**config.mk**
```make
export PLATFORM = sky130hd
export DESIGN_NAME = hz_ctrl_top
export DESIGN_NICKNAME = d
export VERILOG_FILES = /design/src/rtl/hz_pkg.sv /design/src/rtl/hz_loaduse.sv /design/src/rtl/hz_target.sv /design/src/rtl/hz_resolve.sv /design/src/rtl/hz_ctrl_top.sv
export SDC_FILE = /design/constraint.sdc
export NUM_CORES = 1
export LEC_CHECK = 0
export ABC_AREA = 1
export BUFFER_PORTS_ARGS = -buffer_cell sky130_fd_sc_hd__buf_2
export CAP_MARGIN = 30
export CORE_MARGIN = 2
export CORE_UTILIZATION = 50
export DETAILED_ROUTE_END_ITERATION = 16
export GPL_TIMING_DRIVEN = 0
export PLACE_DENSITY = 0.93
export REMOVE_ABC_BUFFERS = 1
export SYNTH_ARGS = -nofsm -noshare
export SYNTH_HDL_FRONTEND = slang
export SYNTH_SLANG_ARGS = --single-unit
```
**constraint.sdc**
```tcl
create_clock -name vclk -period 2.5
set_input_delay 0 -clock vclk [all_inputs]
set_output_delay 0 -clock vclk [all_outputs]
set_load 0.01 [all_outputs]
```
**src/rtl/hz_pkg.sv**
```systemverilog
package hz_pkg;
  typedef enum logic [1:0] {
    CLS_OTHER = 2'd0,
    CLS_BEQ   = 2'd1,
    CLS_BNE   = 2'd2,
    CLS_JMP   = 2'd3
  } id_cls_e;

  typedef enum logic [1:0] {
    SEL_SEQ = 2'd0,
    SEL_BR  = 2'd1,
    SEL_JMP = 2'd2,
    SEL_FIX = 2'd3
  } pc_sel_e;
endpackage

```
**src/rtl/hz_loaduse.sv**
```systemverilog
module hz_loaduse #(
  parameter int unsigned REG_AW = 5
) (
  input  logic              clk_i,
  input  logic              rst_ni,
  input  logic              ex_mem_read_i,
  input  logic [REG_AW-1:0] ex_rt_i,
  input  logic [REG_AW-1:0] id_rs_i,
  input  logic [REG_AW-1:0] id_rt_i,
  output logic              stall_o
);
  localparam logic [REG_AW-1:0] ZERO_REG = '0;

  logic dest_live, hit_rs, hit_rt;

  assign dest_live = ex_mem_read_i && (ex_rt_i != ZERO_REG);
  assign hit_rs    = (ex_rt_i == id_rs_i);
  assign hit_rt    = (ex_rt_i == id_rt_i);
  assign stall_o   = dest_live && (hit_rs || hit_rt);

  // the zero register never creates a hazard
  p_zero_dest_r2: assert property (@(posedge clk_i) disable iff (!rst_ni)
    (ex_rt_i == ZERO_REG) |-> !stall_o);
  // a non-load never stalls
  p_no_load_r2: assert property (@(posedge clk_i) disable iff (!rst_ni)
    !ex_mem_read_i |-> !stall_o);
endmodule

```
**src/rtl/hz_target.sv**
```systemverilog
module hz_target #(
  parameter int unsigned XLEN   = 32,
  parameter int unsigned IMM_W  = 16,
  parameter int unsigned JIDX_W = 26
) (
  input  logic [XLEN-1:0]   pc_plus4_i,
  input  logic [IMM_W-1:0]  imm_i,
  input  logic [JIDX_W-1:0] jidx_i,
  output logic [XLEN-1:0]   br_tgt_o,
  output logic [XLEN-1:0]   jmp_tgt_o
);
  localparam int unsigned SH     = 2;
  localparam int unsigned EXT_W  = XLEN - IMM_W - SH;
  localparam int unsigned PAGE_W = XLEN - JIDX_W - SH;

  logic [XLEN-1:0] off_bytes;

  // target add runs beside the register read; only the compare waits for it
  assign off_bytes = {{EXT_W{imm_i[IMM_W-1]}}, imm_i, {SH{1'b0}}};
  assign br_tgt_o  = pc_plus4_i + off_bytes;
  assign jmp_tgt_o = {pc_plus4_i[XLEN-1 -: PAGE_W], jidx_i, {SH{1'b0}}};
endmodule

```
**src/rtl/hz_resolve.sv**
```systemverilog
module hz_resolve
  import hz_pkg::*;
(
  input  logic    clk_i,
  input  logic    rst_ni,
  input  id_cls_e cls_i,
  input  logic    ops_equal_i,
  input  logic    pred_taken_i,
  input  logic    stall_i,
  output logic    flush_o,
  output pc_sel_e sel_o
);
  logic is_branch, taken;

  assign is_branch = (cls_i == CLS_BEQ) || (cls_i == CLS_BNE);
  assign taken     = ((cls_i == CLS_BEQ) && ops_equal_i) ||
                     ((cls_i == CLS_BNE) && !ops_equal_i);

  always_comb begin
    flush_o = 1'b0;
    sel_o   = SEL_SEQ;
    if (!stall_i) begin
      if (cls_i == CLS_JMP) begin
        flush_o = 1'b1;
        sel_o   = SEL_JMP;
      end else if (is_branch && taken && !pred_taken_i) begin
        flush_o = 1'b1;
        sel_o   = SEL_BR;
      end else if (is_branch && !taken && pred_taken_i) begin
        flush_o = 1'b1;
        sel_o   = SEL_FIX;
      end
    end
  end

  // ordinary instructions never redirect
  p_other_quiet_r10: assert property (@(posedge clk_i) disable iff (!rst_ni)
    (cls_i == CLS_OTHER) |-> (!flush_o && sel_o == SEL_SEQ));
  // an unstalled jump always squashes
  p_jump_squash_r3: assert property (@(posedge clk_i) disable iff (!rst_ni)
    (cls_i == CLS_JMP && !stall_i) |-> (flush_o && sel_o == SEL_JMP));
  // a correct taken prediction costs nothing
  p_pred_hit_r6: assert property (@(posedge clk_i) disable iff (!rst_ni)
    (is_branch && taken && pred_taken_i) |-> !flush_o);
endmodule

```
**src/rtl/hz_ctrl_top.sv**
```systemverilog
module hz_ctrl_top
  import hz_pkg::*;
#(
  parameter int unsigned XLEN   = 32,
  parameter int unsigned REG_AW = 5,
  parameter int unsigned IMM_W  = 16,
  parameter int unsigned JIDX_W = 26
) (
  input  logic              clk_i,
  input  logic              rst_ni,
  input  logic [1:0]        id_class_i,
  input  logic              id_ops_equal_i,
  input  logic              id_pred_taken_i,
  input  logic [REG_AW-1:0] id_rs_i,
  input  logic [REG_AW-1:0] id_rt_i,
  input  logic [XLEN-1:0]   id_pc_plus4_i,
  input  logic [IMM_W-1:0]  id_imm_i,
  input  logic [JIDX_W-1:0] id_jidx_i,
  input  logic              ex_mem_read_i,
  input  logic [REG_AW-1:0] ex_rt_i,
  output logic              pc_we_o,
  output logic              ifid_we_o,
  output logic              ifid_flush_o,
  output logic              idex_bubble_o,
  output logic [1:0]        pc_sel_o,
  output logic [XLEN-1:0]   redirect_pc_o
);
  logic            stall;
  logic            flush;
  pc_sel_e         sel;
  logic [XLEN-1:0] br_tgt, jmp_tgt;

  hz_loaduse #(.REG_AW(REG_AW)) u_loaduse (
    .clk_i         (clk_i),
    .rst_ni        (rst_ni),
    .ex_mem_read_i (ex_mem_read_i),
    .ex_rt_i       (ex_rt_i),
    .id_rs_i       (id_rs_i),
    .id_rt_i       (id_rt_i),
    .stall_o       (stall)
  );

  hz_target #(.XLEN(XLEN), .IMM_W(IMM_W), .JIDX_W(JIDX_W)) u_target (
    .pc_plus4_i (id_pc_plus4_i),
    .imm_i      (id_imm_i),
    .jidx_i     (id_jidx_i),
    .br_tgt_o   (br_tgt),
    .jmp_tgt_o  (jmp_tgt)
  );

  hz_resolve u_resolve (
    .clk_i        (clk_i),
    .rst_ni       (rst_ni),
    .cls_i        (id_cls_e'(id_class_i)),
    .ops_equal_i  (id_ops_equal_i),
    .pred_taken_i (id_pred_taken_i),
    .stall_i      (stall),
    .flush_o      (flush),
    .sel_o        (sel)
  );

  // in-place stall: freeze front, bubble into execute
  assign pc_we_o       = !stall;
  assign ifid_we_o     = !stall;
  assign idex_bubble_o = stall;
  assign ifid_flush_o  = flush;
  assign pc_sel_o      = sel;

  always_comb begin
    unique case (sel)
      SEL_BR:  redirect_pc_o = br_tgt;
      SEL_JMP: redirect_pc_o = jmp_tgt;
      default: redirect_pc_o = id_pc_plus4_i;
    endcase
  end

  // a bubble always comes with a frozen front end
  p_freeze_r1: assert property (@(posedge clk_i) disable iff (!rst_ni)
    idex_bubble_o |-> (!pc_we_o && !ifid_we_o));
  // stall beats redirect
  p_stall_first_r8: assert property (@(posedge clk_i) disable iff (!rst_ni)
    idex_bubble_o |-> (!ifid_flush_o && pc_sel_o == 2'd0));
  // squash and redirect travel together
  p_flush_redirect_r9: assert property (@(posedge clk_i) disable iff (!rst_ni)
    ifid_flush_o == (pc_sel_o != 2'd0));
endmodule

```
==> results.json <==
{
  "syn_to_final_growth_pct": 27.46,
  "max_clock_freq_ghz": 0.4343,
  "final.min_clock_period_ns": 2.303,
  "avgRoutedWirePerCell_um": 13.46,
  "startpoint_type": "input port",
  "wl_um": 10780,
  "grt_pass1_vias": 3766,
  "cap_violations": 0,
  "pwr-share-clk_pct": 0,
  "cp.arrival_ns": 2.30,
  "antenna_left": 0,
  "endpoint_kind": "primary output",
  "p_int_uw": 447.2,
  "gp_congestion": 0.9219,
  "num-nets-final": 859,
  "synth-xor-area-share_pct": 3.184,
  "initial_utilization_pct": 51.40,
  "layout-drive-gt1-share_pct": 25.07,
  "multiInputGateArea_um2": 2663,
  "vdd_drop_max_mv": 0.2396,
  "yosys.area_share.adder_pct": 14.72,
  "fin_util_pct": 65.52,
  "whs_path_depth": 3,
  "synth-compound-area-share_pct": 16.87,
  "grt_overflow": 0,
  "worstMarginPinSlew_ns": 0.4612,
  "die-area_um2": 6689,
  "final_cell_mix": "nand2_1 (180), buf_2 (132), inv_1 (88)",
  "leakagePower_uw": 0.002230,
  "seqPwrFrac_pct": 0,
  "vias": 4358,
  "io_pins": 134,
  "syn-cell-area_um2": 3025,
  "synthSimpleGateAreaFrac_pct": 51.82,
  "grt_max_degree": 28,
  "grt_setup_unrepaired": "no",
  "max_slew_margin_pct": 68.85,
  "die_y_um": 81.79,
  "p_switching_uw": 688.0,
  "core_um2": 5886,
  "drv_slew": 0,
  "hp-start": "id_pc_plus4_i[0]",
  "track_usage_pct": 30.36,
  "run_status": "completed",
  "insertedDiodeCount": 0,
  "cts_hold_buffers": 0,
  "yosysWarnings": 0,
  "crit_chain": "buf_2 -> xor2_1 -> nor2_1 -> nand4_1 -> a21oi_2 -> inv_1 -> o21ai_1 -> inv_1 -> ha_4 -> buf_16 -> clkinv_4 -> nor2_1 -> a21oi_1 -> buf_2",
  "drt_iter0_markers": 254,
  "seq_area_um2": 0,
  "fillers": 600,
  "setup_violations": 0,
  "pwr-share-comb_pct": 100.0,
  "portBuffers": 132,
  "layout_worst_path_cycle_share_pct": 92.10,
  "row_count": 28,
  "hold_class": "input port to primary output",
  "crit_path_start": "ex_rt_i[4]",
  "clock_buffers": 0,
  "synthCells": 599,
  "cp_max_fo": 27,
  "place_hpwl_um": 9026,
  "switching_share_pct": 60.61,
  "via_per_inst": 5.441,
  "hold_violations": 0,
  "synth_top_family_by_area": "simple AND/OR/NAND/NOR gates",
  "p_per_area_nw_per_um2": 294.4,
  "antenna_found_initial": 0,
  "layout_commonest_cell": "nand2_1",
  "seq_area_frac_synth_pct": 0,
  "cp.required_ns": 2.50,
  "synth.mux.area_fraction_pct": 0.3309,
  "slowest_stage": "ha_4",
  "yosys.cell_types.count": 37,
  "post-route-drc-count": 0,
  "grt_pass1_wl_um": 16290,
  "min_to": "redirect_pc_o[0]",
  "power_uw": 1135,
  "avgSynthCellArea_um2": 5.051,
  "seq_cell_count": 0,
  "die_w_um": 81.79,
  "slowest_delay_ns": 0.41,
  "drtPass1Iterations": 7,
  "worstSetupPathType": "input port to primary output"
}
==> layer usage <==
metal / vias up / track usage [%] / part of all wire, %
met4: 0 / 5.833 / 1.5
met1: 1956 / 39.01 / 44
met5: - / 0 / 0
met2: 195 / 56.02 / 48
met3: 16 / 1.319 / 6.6
li1: 2191 / - / -
==> repair_timing <==
| item | in CTS | in global routing |
|---|---|---|
| buffers inserted | 0 | 4 |
| pin swaps | 0 | 1 |
| endpoints found under the hold margin | 0 | 0 |
| setup endpoints to repair | 30 | 30 |
| resized for setup | 7 | 2 |
==> power by group through the flow <==
stage                     Combinational, uW  Sequential (uW)  Clock (uW)
after floorplan                         686                0           0
after global placement                 1040                0           0
after detailed placement               1080                0           0
after CTS                              1100                0           0
after global routing                   1260                0           0
final                                  1140                0           0
==> metrics by stage <==
stage / hold slack, ns / setup WS [ns] / std cells / setup TNS, ns / cell area [um^2]
final: 0.2994 / 0.1975 / 801 / 0 / 3856
after global placement: 0.2906 / -1.155 / 795 / -30.21 / 3730
after CTS: 0.3044 / 0.06637 / 797 / 0 / 3800
after global routing: 0.3148 / 0.03289 / 801 / 0 / 3856
after detailed placement: 0.3016 / -0.7892 / 797 / -20.57 / 3772
after floorplan: 0.1080 / -0.2283 / 588 / -1.666 / 2975
==> worst max-delay path by stage <==
stage	end	depth (start not counted)
6_report	redirect_pc_o[11]	14
5_1_grt	redirect_pc_o[15]	14
4_1_cts	redirect_pc_o[11]	14
2_1_floorplan	redirect_pc_o[3]	10
3_3_place_gp	redirect_pc_o[3]	10
3_5_place_dp	redirect_pc_o[6]	13
==> cell type report <==
cell class	count	area share, %
inverter	92	9.182
timing repair buffer	138	19.34
multi-input combinational	496	69.05
tap	75	2.433
==> Yosys cell counts, drive strengths merged <==
master / number / area (um^2)
nand2: 192 / 750.7
inv: 90 / 337.8
a21oi: 70 / 361.6
nor2: 68 / 280.3
nand3: 65 / 345.3
ha: 34 / 425.4
o21ai: 15 / 75.07
nand4: 9 / 56.30
or2: 9 / 58.81
clkbuf: 7 / 26.28
xnor2: 6 / 52.55
nor3: 5 / 35.03
o21bai: 5 / 37.54
xor2: 5 / 43.79
buf: 4 / 23.76
and2: 3 / 20.02
a31oi: 2 / 12.51
clkinv: 2 / 7.510
nand3b: 2 / 15.01
o21a: 2 / 15.01
fa: 1 / 20.02
mux2i: 1 / 10.01
nor4: 1 / 6.260
o41ai: 1 / 8.760
==> critical path, delay by kind of cell <==
family	cells	cell delay, ns
and+or+nand+nor	3	0.37
buffers and inverters	6	0.91
xor gates and xnor gates	1	0.15
AOI/OAI and AO/OA	3	0.43
adders and majority gates	1	0.41
==> cell families (layout without fill, tap and decap cells) <==
| kind of cell | Yosys count | count (layout) |
|---|---|---|
| fa+ha+maj | 35 | 35 |
| compound gates | 95 | 95 |
| mux | 1 | 1 |
| simple gates | 354 | 354 |
| xor+xnor | 11 | 11 |
| buf+inv | 103 | 230 |
(Power assumes the default switching activity.)
